## src/rtl/pcm_tsa_pkg.sv

```systemverilog
package pcm_tsa_pkg;
  typedef enum logic {
    TSA_FREE_RUN = 1'b0,
    TSA_ONE_SHOT = 1'b1
  } tsa_mode_e;

  localparam int unsigned TSA_OCTET_BITS = 8;
endpackage

```

## src/rtl/tsa_offset_ctr.sv

```systemverilog
module tsa_offset_ctr #(
  parameter int unsigned CNT_W = 11
) (
  input  logic             clk,
  input  logic             rst_n,
  input  logic             fsync,
  input  logic [CNT_W-1:0] load_val,
  input  logic [CNT_W-1:0] reload_val,
  input  logic             one_shot,
  output logic             start
);
  localparam logic [CNT_W-1:0] TOP  = CNT_W'(1) << (CNT_W - 1);
  localparam logic [CNT_W-1:0] LAST = TOP - CNT_W'(1);

  logic [CNT_W-1:0] cnt_q;

  // the counter parks at TOP when idle; a sync always wins
  assign start = (cnt_q == LAST) && !fsync;

  always_ff @(posedge clk or negedge rst_n) begin
    if (!rst_n) begin
      cnt_q <= TOP;
    end else if (fsync) begin
      cnt_q <= load_val;
    end else if (start) begin
      cnt_q <= one_shot ? TOP : reload_val;
    end else if (cnt_q != TOP) begin
      cnt_q <= cnt_q + CNT_W'(1);
    end
  end
endmodule

```

## src/rtl/tsa_window.sv

```systemverilog
module tsa_window #(
  parameter int unsigned MASK_SLOTS = 32,
  parameter int unsigned OCT_BITS   = 8,
  parameter int unsigned DUR_W      = 8
) (
  input  logic                  clk,
  input  logic                  rst_n,
  input  logic                  fsync,
  input  logic                  start,
  input  logic [DUR_W-1:0]      last_idx,
  input  logic                  mask_en,
  input  logic [MASK_SLOTS-1:0] mask,
  output logic                  busy,
  output logic                  strobe
);
  localparam int unsigned OCT_W = $clog2(OCT_BITS);
  localparam int unsigned IDX_W = DUR_W - OCT_W;

  logic [DUR_W-1:0] dcnt_q;
  logic             bit_sel;

  function automatic logic octet_pick(input logic [MASK_SLOTS-1:0] m,
                                      input logic [DUR_W-1:0] pos);
    logic [IDX_W-1:0] oct;
    oct = pos[DUR_W-1:OCT_W];
    return m[oct];
  endfunction

  assign bit_sel = mask_en ? octet_pick(mask, dcnt_q) : 1'b1;

  always_ff @(posedge clk or negedge rst_n) begin
    if (!rst_n) begin
      busy   <= 1'b0;
      dcnt_q <= '0;
      strobe <= 1'b0;
    end else begin
      strobe <= busy && bit_sel;
      if (fsync) begin
        busy <= 1'b0;
      end else if (start) begin
        busy   <= 1'b1;
        dcnt_q <= '0;
      end else if (busy) begin
        if (dcnt_q == last_idx) busy <= 1'b0;
        else                    dcnt_q <= dcnt_q + DUR_W'(1);
      end
    end
  end
endmodule

```

## src/rtl/tsa_channel.sv

```systemverilog
module tsa_channel
  import pcm_tsa_pkg::*;
#(
  parameter int unsigned SLOT_W     = 7,
  parameter int unsigned SHIFT_W    = 3,
  parameter int unsigned WID_W      = 8,
  parameter int unsigned MASK_SLOTS = 32
) (
  input  logic                  clk,
  input  logic                  rst_n,
  input  logic                  fsync,
  input  tsa_mode_e             mode,
  input  logic [SLOT_W-1:0]     slot,
  input  logic [SHIFT_W-1:0]    shift,
  input  logic [WID_W-1:0]      width,
  input  logic                  mask_en,
  input  logic [MASK_SLOTS-1:0] mask,
  output logic                  start,
  output logic                  busy,
  output logic                  one_shot,
  output logic                  strobe
);
  localparam int unsigned CNT_W = SLOT_W + SHIFT_W + 1;
  localparam int unsigned DUR_W = $clog2(MASK_SLOTS * TSA_OCTET_BITS);
  localparam logic [CNT_W-1:0] TOP = CNT_W'(1) << (CNT_W - 1);
  localparam logic [DUR_W-1:0] MASK_LAST = DUR_W'(MASK_SLOTS * TSA_OCTET_BITS - 1);

  // start delay in bit clocks, 1 .. 2**(SLOT_W+SHIFT_W)
  function automatic logic [CNT_W-1:0] delay_of(input logic [SLOT_W-1:0] s,
                                                input logic [SHIFT_W-1:0] b);
    return {1'b0, s, b} + CNT_W'(1);
  endfunction

  logic [CNT_W-1:0]      load_val, reload_q;
  logic                  mask_en_q, one_shot_q;
  logic [MASK_SLOTS-1:0] mask_q;
  logic [WID_W-1:0]      width_q;
  logic [DUR_W-1:0]      last_idx;

  assign load_val = TOP - delay_of(slot, shift);
  assign last_idx = mask_en_q ? MASK_LAST : DUR_W'(width_q);
  assign one_shot = one_shot_q;

  always_ff @(posedge clk or negedge rst_n) begin
    if (!rst_n) begin
      reload_q   <= TOP;
      mask_en_q  <= 1'b0;
      one_shot_q <= 1'b1;
      mask_q     <= '0;
      width_q    <= '0;
    end else if (fsync) begin
      reload_q   <= load_val;
      mask_en_q  <= mask_en;
      one_shot_q <= (mode == TSA_ONE_SHOT);
      mask_q     <= mask;
      width_q    <= width;
    end
  end

  tsa_offset_ctr #(.CNT_W(CNT_W)) u_off (
    .clk(clk), .rst_n(rst_n), .fsync(fsync),
    .load_val(load_val), .reload_val(reload_q),
    .one_shot(one_shot_q), .start(start)
  );

  tsa_window #(.MASK_SLOTS(MASK_SLOTS), .OCT_BITS(TSA_OCTET_BITS), .DUR_W(DUR_W)) u_win (
    .clk(clk), .rst_n(rst_n), .fsync(fsync), .start(start),
    .last_idx(last_idx), .mask_en(mask_en_q), .mask(mask_q),
    .busy(busy), .strobe(strobe)
  );
endmodule

```

## src/rtl/pcm_slot_assigner.sv

```systemverilog
module pcm_slot_assigner
  import pcm_tsa_pkg::*;
#(
  parameter int unsigned SLOT_W     = 7,
  parameter int unsigned SHIFT_W    = 3,
  parameter int unsigned WID_W      = 8,
  parameter int unsigned MASK_SLOTS = 32
) (
  input  logic                  clk,
  input  logic                  rst_n,
  input  logic                  fsync,
  input  logic                  frame_mode,
  input  logic [SLOT_W-1:0]     rx_slot,
  input  logic [SHIFT_W-1:0]    rx_shift,
  input  logic [WID_W-1:0]      rx_width,
  input  logic                  rx_mask_en,
  input  logic [MASK_SLOTS-1:0] rx_mask,
  input  logic [SLOT_W-1:0]     tx_slot,
  input  logic [SHIFT_W-1:0]    tx_shift,
  input  logic [WID_W-1:0]      tx_width,
  input  logic                  tx_mask_en,
  input  logic [MASK_SLOTS-1:0] tx_mask,
  output logic                  rx_strobe,
  output logic                  tx_strobe
);
  localparam int unsigned NPATH = 2;

  logic [SLOT_W-1:0]     slot_a  [NPATH];
  logic [SHIFT_W-1:0]    shift_a [NPATH];
  logic [WID_W-1:0]      width_a [NPATH];
  logic [MASK_SLOTS-1:0] mask_a  [NPATH];
  logic [NPATH-1:0]      mask_en_a;

  // per-path events, named for the checker
  logic [NPATH-1:0] win_start, win_busy, win_one_shot, win_strobe;

  tsa_mode_e mode;
  assign mode = tsa_mode_e'(frame_mode);

  assign slot_a[0]  = rx_slot;   assign slot_a[1]  = tx_slot;
  assign shift_a[0] = rx_shift;  assign shift_a[1] = tx_shift;
  assign width_a[0] = rx_width;  assign width_a[1] = tx_width;
  assign mask_a[0]  = rx_mask;   assign mask_a[1]  = tx_mask;
  assign mask_en_a  = {tx_mask_en, rx_mask_en};

  for (genvar p = 0; p < NPATH; p++) begin : g_path
    tsa_channel #(
      .SLOT_W(SLOT_W), .SHIFT_W(SHIFT_W), .WID_W(WID_W), .MASK_SLOTS(MASK_SLOTS)
    ) u_chan (
      .clk(clk), .rst_n(rst_n), .fsync(fsync), .mode(mode),
      .slot(slot_a[p]), .shift(shift_a[p]), .width(width_a[p]),
      .mask_en(mask_en_a[p]), .mask(mask_a[p]),
      .start(win_start[p]), .busy(win_busy[p]),
      .one_shot(win_one_shot[p]), .strobe(win_strobe[p])
    );
  end

  assign rx_strobe = win_strobe[0];
  assign tx_strobe = win_strobe[1];
endmodule

```

## config.mk

```make
export PLATFORM = sky130hd
export DESIGN_NAME = pcm_slot_assigner
export DESIGN_NICKNAME = d
export VERILOG_FILES = /design/src/rtl/pcm_tsa_pkg.sv /design/src/rtl/tsa_offset_ctr.sv /design/src/rtl/tsa_window.sv /design/src/rtl/tsa_channel.sv /design/src/rtl/pcm_slot_assigner.sv
export SDC_FILE = /design/constraint.sdc
export NUM_CORES = 1
export LEC_CHECK = 0
export BUFFER_PORTS_ARGS = -buffer_cell sky130_fd_sc_hd__clkbuf_2
export CORE_MARGIN = 1
export CORE_UTILIZATION = 40
export CTS_CLUSTER_SIZE = 24
export DETAILED_ROUTE_END_ITERATION = 10
export MAX_ROUTING_LAYER = met4
export SKIP_CTS_REPAIR_TIMING = 1
export SLEW_MARGIN = 20
export SYNTH_ARGS = -nofsm -noshare
export SYNTH_HDL_FRONTEND = slang
export SYNTH_SLANG_ARGS = --single-unit
```

## constraint.sdc

```tcl
create_clock -name clk -period 2.41 [get_ports clk]
set_input_delay 0.241 -clock clk [delete_from_list [all_inputs] [get_ports clk]]
set_output_delay 0.241 -clock clk [all_outputs]
set_load 0.02 [all_outputs]
```

Word-level counts from Yosys, hierarchy flattened

Index checks and enable logic that the tools add are counted.
Widths: inputs -> output; s select.

Add/sub/neg operators: 8
$lt $le $gt $ge: 2
Equality and inequality tests: 8
Muxes and demuxes: 30
Bitwise operators: 1
Reduce and logical (&&, ||, !) cells: 11

Operators by type and width:

| kind                   | count |
|---|---|
| $mux 11                | 8 |
| $mux 8                 | 8 |
| $add 10x1->11 const B  | 2 |
| $add 11x1->11 const B  | 2 |
| $eq 11x10->1 const B   | 2 |
| $ne 11x11->1 const B   | 2 |
| $sub 11x11->11 const A | 2 |
| $add 8x1->8 const B    | 2 |
| $eq 8x8->1             | 2 |
| $lt 5x6->1 const B     | 2 |
| $mux 1                 | 12 |
| $bmux 1 s5             | 2 |
| $reduce_and 3->1       | 2 |
| $reduce_bool 3->1      | 2 |
| $logic_and 1x1->1      | 4 |
| $ne 2x1->1 const B     | 2 |
| $reduce_bool 2->1      | 2 |
| $logic_not 1->1        | 1 |
| $not 1->1              | 1 |

Register bits after elaboration: 147
Input port bits: 106
Output and inout bits: 2
Logic and storage cells: 77

Longest topological paths before layout

Depth in word-level cells: 6
Gate-level depth with buffers: 8
Mapped depth without buffers: 8

By module

A second synthesis with hierarchy kept.

Cell total of the unflattened synthesis: 644
Area, all modules: 8,205.4 µm²

By module, submodules not included:

| module         | instances | cells an instance | area an instance (µm²) | seq. area each (µm²) |
|---|---|---|---|---|
| tsa_channel    | 2         | 132               | 2,292.2                | 1,328.8 |
| tsa_window     | 2         | 102               | 991.0                  | 250.2 |
| tsa_offset_ctr | 2         | 88                | 819.5                  | 276.5 |

Worst setup path before layout

Ideal clock, no wire load.

Kind: register -> register
Start point: register g_path[1].u_chan.u_win.dcnt_q[3]
End point: register g_path[1].u_chan.u_win.strobe
Library setup time: 126 ps
Arrival: 1,792 ps
Data required time: 2,284 ps
Path slack: 492 ps
Stages on the path, launching flop included: 7
Path buffers: 2
Clock period less this slack: 1,918 ps
Cell sequence: dfrtp_1 clkbuf_2 buf_2 mux4_2 a211oi_1 a21oi_1 o311a_1

Cells in the longest elaborated chain, start to end: 4

Ends and longest elaborated chain:

| element                      | line             | text |
|---|---|---|
| from (decl)                  | tsa_window.sv:19 | `logic [DUR_W-1:0] dcnt_q;` |
| from (signal assigned)       | tsa_window.sv:45 | `else dcnt_q <= dcnt_q + DUR_W'(1);` |
| $bmux 1 s5                   | tsa_window.sv:26 | `return m[oct];` |
| $mux 1 (not written as such) | tsa_window.sv:26 |  |
| $mux 1                       | tsa_window.sv:29 | `assign bit_sel = mask_en ? octet_pick(mask, dcnt_q) : 1'b1;` |
| $logic_and 1x1->1            | tsa_window.sv:37 | `strobe <= busy && bit_sel;` |
| to (signal assigned)         | tsa_window.sv:37 |  |
| to (decl)                    | tsa_window.sv:14 | `output logic strobe` |

No other way between the ends. The select of a mux whose other input is x is not followed.
A chain may end at the register's enable or synchronous reset.

Worst setup path after layout

Start point: register g_path[0].u_chan.u_off.cnt_q[0]
End point: register g_path[0].u_chan.u_off.cnt_q[7]

Cells in the longest elaborated chain, start to end: 4
Elaborated cells between the ends (all ways): 8
Those cells by class: 1 x add/sub; 2 x eq/ne; 3 x mux; 2 x reduce/logical

Ends and longest elaborated chain:

| element                                              | line                                       | text |
|---|---|---|
| from (decl)                                          | tsa_offset_ctr.sv:15                       | `logic [CNT_W-1:0] cnt_q;` |
| from (signal assigned)                               | tsa_offset_ctr.sv:24                       | `cnt_q <= load_val;` |
| from (signal assigned)                               | tsa_offset_ctr.sv:26                       | `cnt_q <= one_shot ? TOP : reload_val;` |
| from (signal assigned)                               | tsa_offset_ctr.sv:28                       | `cnt_q <= cnt_q + CNT_W'(1);` |
| $add 11x1->11 / $eq 11x10->1 (equally long branches) | tsa_offset_ctr.sv:28, tsa_offset_ctr.sv:18 |  |
| $mux 11 / $logic_and 1x1->1 (equally long branches)  | tsa_offset_ctr.sv:27, tsa_offset_ctr.sv:18 |  |
| $mux 11                                              | tsa_offset_ctr.sv:25                       | `end else if (start) begin` |
| $mux 11                                              | tsa_offset_ctr.sv:23                       | `end else if (fsync) begin` |

Parallel ways exist; a longest one is shown, timed or not. The select of a mux whose other input is x is not followed.

==> results.sh <==
export IMPL_dr_first_iter_drc_count=270
export IMPL_synthCells=614
export IMPL_dpl_hpwl_um=11200
export IMPL_fp_row_count=48
export IMPL_slew_headroom_pct=63.2
export IMPL_grt_pass1_vias=5436
export IMPL_muxShareOfSynthArea_pct=19.0
export IMPL_dr_total_vias=5198
export IMPL_area_growth_pct=20.5
export IMPL_yosys_warnings=0
export IMPL_clock_sinks=146
export IMPL_skew_ns=0.00634
export IMPL_synth_edff_count=0
export IMPL_critPathSlowestCell="dfrtp_1"
export IMPL_wl_met1_um=7310
export IMPL_overflow=0
export IMPL_crit_type="flip-flop to flip-flop"
export IMPL_met3_length_um=763
export IMPL_pwr_density_cell_mw_per_mm2=737
export IMPL_ir_drop_mv=0.488
export IMPL_vias_per_cell=5.39
export IMPL_crit_path_max_fanout=7
export IMPL_grt_max_degree=58
export IMPL_stdcell_count=964
export IMPL_synth_nets=726
export IMPL_final_net_count=838
export IMPL_io_buffers=107
export IMPL_crit_family="simple AND/OR/NAND/NOR gates"
export IMPL_finalWirelength_um=15700
export IMPL_fmax_mhz=453
export IMPL_status="completed"
export IMPL_grt_pass1_wl_um=26400
export IMPL_cts_buffers=17
export IMPL_dp_cells=928
export IMPL_layout_drive_gt1_share_pct=36.9
export IMPL_end_kind="flip-flop"
export IMPL_finalSetupViolations=0
export IMPL_yosys_area_share_simple_pct=11.9
export IMPL_worstHoldPathType="primary input to flip-flop"
export IMPL_antenna_found_initial=1
export IMPL_synth_compound_area_share_pct=10.4
export IMPL_ant_nets=0
export IMPL_critPathMaxStageDelay_ns=0.43
export IMPL_hold_start="tx_slot[3]"
export IMPL_core_mm2=0.0174
export IMPL_start_util_pct=41.2
export IMPL_cap_viol_max_count=0
export IMPL_die_h_um=136
export IMPL_path_clk_slew_ns=0.06
export IMPL_power_leakage_nw=3.73
export IMPL_grt_usage_pct=19.1
export IMPL_async_flop_share_pct=100
export IMPL_io_pins=108
export IMPL_dieWidth_um=136
export IMPL_syn_area_mm2=0.00718
export IMPL_synth_xor_area_share_pct=3.54
export IMPL_clockBufferDepth=2
export IMPL_arrival_ns=2.49
export IMPL_htreeDepth=4
export IMPL_drc=0
export IMPL_first_pass_iters=5
export IMPL_final_hold_viol_count=0
export IMPL_utilization_pct=49.7
export IMPL_worst_pin_slew_ns=0.548
export IMPL_worstPathRequired_ns=2.69
export IMPL_die_area_mm2=0.0185
export IMPL_slew_viol_final=0
export IMPL_avgRoutedWirePerCell_um=16.3
export IMPL_synthAdderAreaFrac_pct=1.05
export IMPL_fin_tns_setup_ns=0
export IMPL_regToRegStartpoint="g_path[0].u_chan.u_off.cnt_q[0]"
export IMPL_synth_seq_cells=146
export IMPL_min_period_ns=2.21
export IMPL_synth_top_family_by_area="multiplexers"
export IMPL_crit_start="g_path[0].u_chan.u_off.cnt_q[0]"
export IMPL_gp_congestion=0.892
export IMPL_rsz0062_at_grt="false"
export IMPL_highest_layer="met4"
export IMPL_min_period_over_period_pct=91.7
export IMPL_cts_tree="done"
export IMPL_start_kind="flip-flop"
export IMPL_dr_wl_met2_um=7530
export IMPL_worst_path_buf_inv=0
export IMPL_yosys_most_used_dff="dfrtp_1"
export IMPL_clock_latency_ns=0.42
export IMPL_synthDistinctLibCells=62
export IMPL_syn_avg_cell_area_um2=11.7
export IMPL_crit_path_cell_trace="ha_1 > nand3_1 > nor3_2 > and4b_1 > nor2_1 > a311oi_1 > a21oi_1"
export IMPL_yosysSeqAreaShare_pct=51.0
export IMPL_clock_root_buffer="clkbuf_16"
==> flip-flops by register name, summed over array words and instances (netlist names) <==
name,count
g_path.u_chan.one_shot,1
g_path.u_chan.u_off.cnt_q,22
g_path.u_chan.reload_q,21
g_path.u_chan.u_win.busy,2
g_path.u_chan.mask_en_q,2
g_path.u_chan.u_win.strobe,2
g_path.u_chan.u_win.dcnt_q,16
g_path.u_chan.width_q,16
g_path.u_chan.mask_q,64
==> cells in the final DEF, fill, tap and decap left out, drive strengths merged, types with 7 or more instances in the layout <==
cell type	count
a211oi	8
a21oi	37
buf	19
clkbuf	123
dfrtp	142
inv	14
mux2	84
mux4	16
nand2	41
nand3	19
nor2	41
nor3	14
nor4	7
o21ai	28
or3	8
xnor2	12
xor2	17
==> synth_stat cells, types with 3 or more instances <==
cell       number  share of area [%]
a211oi_1        8               0.84
a21o_1          3               0.31
a21oi_1        36                2.5
a22oi_1         4               0.42
a31oi_1         5               0.44
and2_1          3               0.26
and3_1          4               0.35
buf_1          10               0.52
buf_2           5               0.35
clkbuf_1       14               0.73
dfrtp_1       142                 50
dfstp_2         4                1.5
ha_1            6                1.0
inv_1          12               0.63
mux2_2         84                 13
mux2i_1         6               0.84
mux4_2         16                5.0
nand2_1        41                2.1
nand2b_1        5               0.44
nand3_1        19                1.3
nor2_1         41                2.1
nor2b_1         4               0.35
nor3_1         12               0.84
nor4_1          7               0.61
nor4b_1         6               0.73
o2111ai_1       5               0.61
o21ai_0        27                1.9
o22ai_1         3               0.26
o31ai_1         3               0.31
o32ai_2         3               0.68
or3_1           8               0.70
xnor2_1        12                1.5
xor2_1         17                2.1
==> power breakdown <==
group          internal (mW)  leakage, nW  total (mW)  switching (mW)
registers               2.67         1.74        2.86           0.190
logic                  0.360         1.68       0.656           0.296
clock network           1.83        0.311        2.86            1.02
total                   4.86         3.73        6.37            1.51
==> layer usage <==
metal / track usage (%) / up-vias
met5: - / -
met4: 5.80 / 0
met3: 4.92 / 7
met2: 29.9 / 123
met1: 24.3 / 2590
li1: - / 2478
==> cell families (layout without fill, tap and decap cells) <==
logic type / Yosys count / in the layout
compound gates: 113 / 113
xor+xnor: 29 / 29
fa+ha+maj: 6 / 6
buf+inv: 48 / 172
flops: 146 / 146
mux: 106 / 106
other cells: 0 / 1
simple gates: 166 / 166
==> layout make-up <==
cell class	instances	area, um^2
diodes	1	2.50
clock buffers	18	429
clock inverters	13	208
fillers	1580	8770
inverters	13	48.8
multi-input cells	420	3300
flip-flops and latches	146	3660
well taps	225	282
repair buffers	128	724
==> worst register-to-register path, cell delays in order, from the launching register on <==
cell      delay (ns)
dfrtp_1         0.43
ha_1            0.22
nand3_1         0.18
nor3_2          0.35
and4b_1         0.42
nor2_1          0.10
a311oi_1        0.30
a21oi_1         0.07
==> stage by stage <==
step | setup WS (ns) | power [mW] | area (um^2) | hold WS [ns]
after global routing | 0.00980 | 6.67 | 8650 | 0.00102
final | 0.201 | 6.37 | 8650 | 0.00834
after floorplan | 0.492 | 3.28 | 7180 | -0.0546
after detailed placement | 0.175 | 3.56 | 7970 | 0.248
after CTS | 0.135 | 6.46 | 8610 | -0.194
after global placement | 0.288 | 3.52 | 7970 | 0.241
==> final timing paths <==
check,end,slack (ns),cells past startpoint
worst max-delay path,g_path[0].u_chan.u_off.cnt_q[7],0.20,7
worst max register to register,g_path[0].u_chan.u_off.cnt_q[7],0.20,7
worst min register to register,g_path[1].u_chan.reload_q[5],0.49,1
worst min-delay path,g_path[1].u_chan.reload_q[6],0.008,2
min in group asynchronous,g_path[1].u_chan.reload_q[3],0.35,2
max in group asynchronous,g_path[0].u_chan.u_off.cnt_q[10],1.30,3
Note: power is estimated with default switching activity, not from simulation.
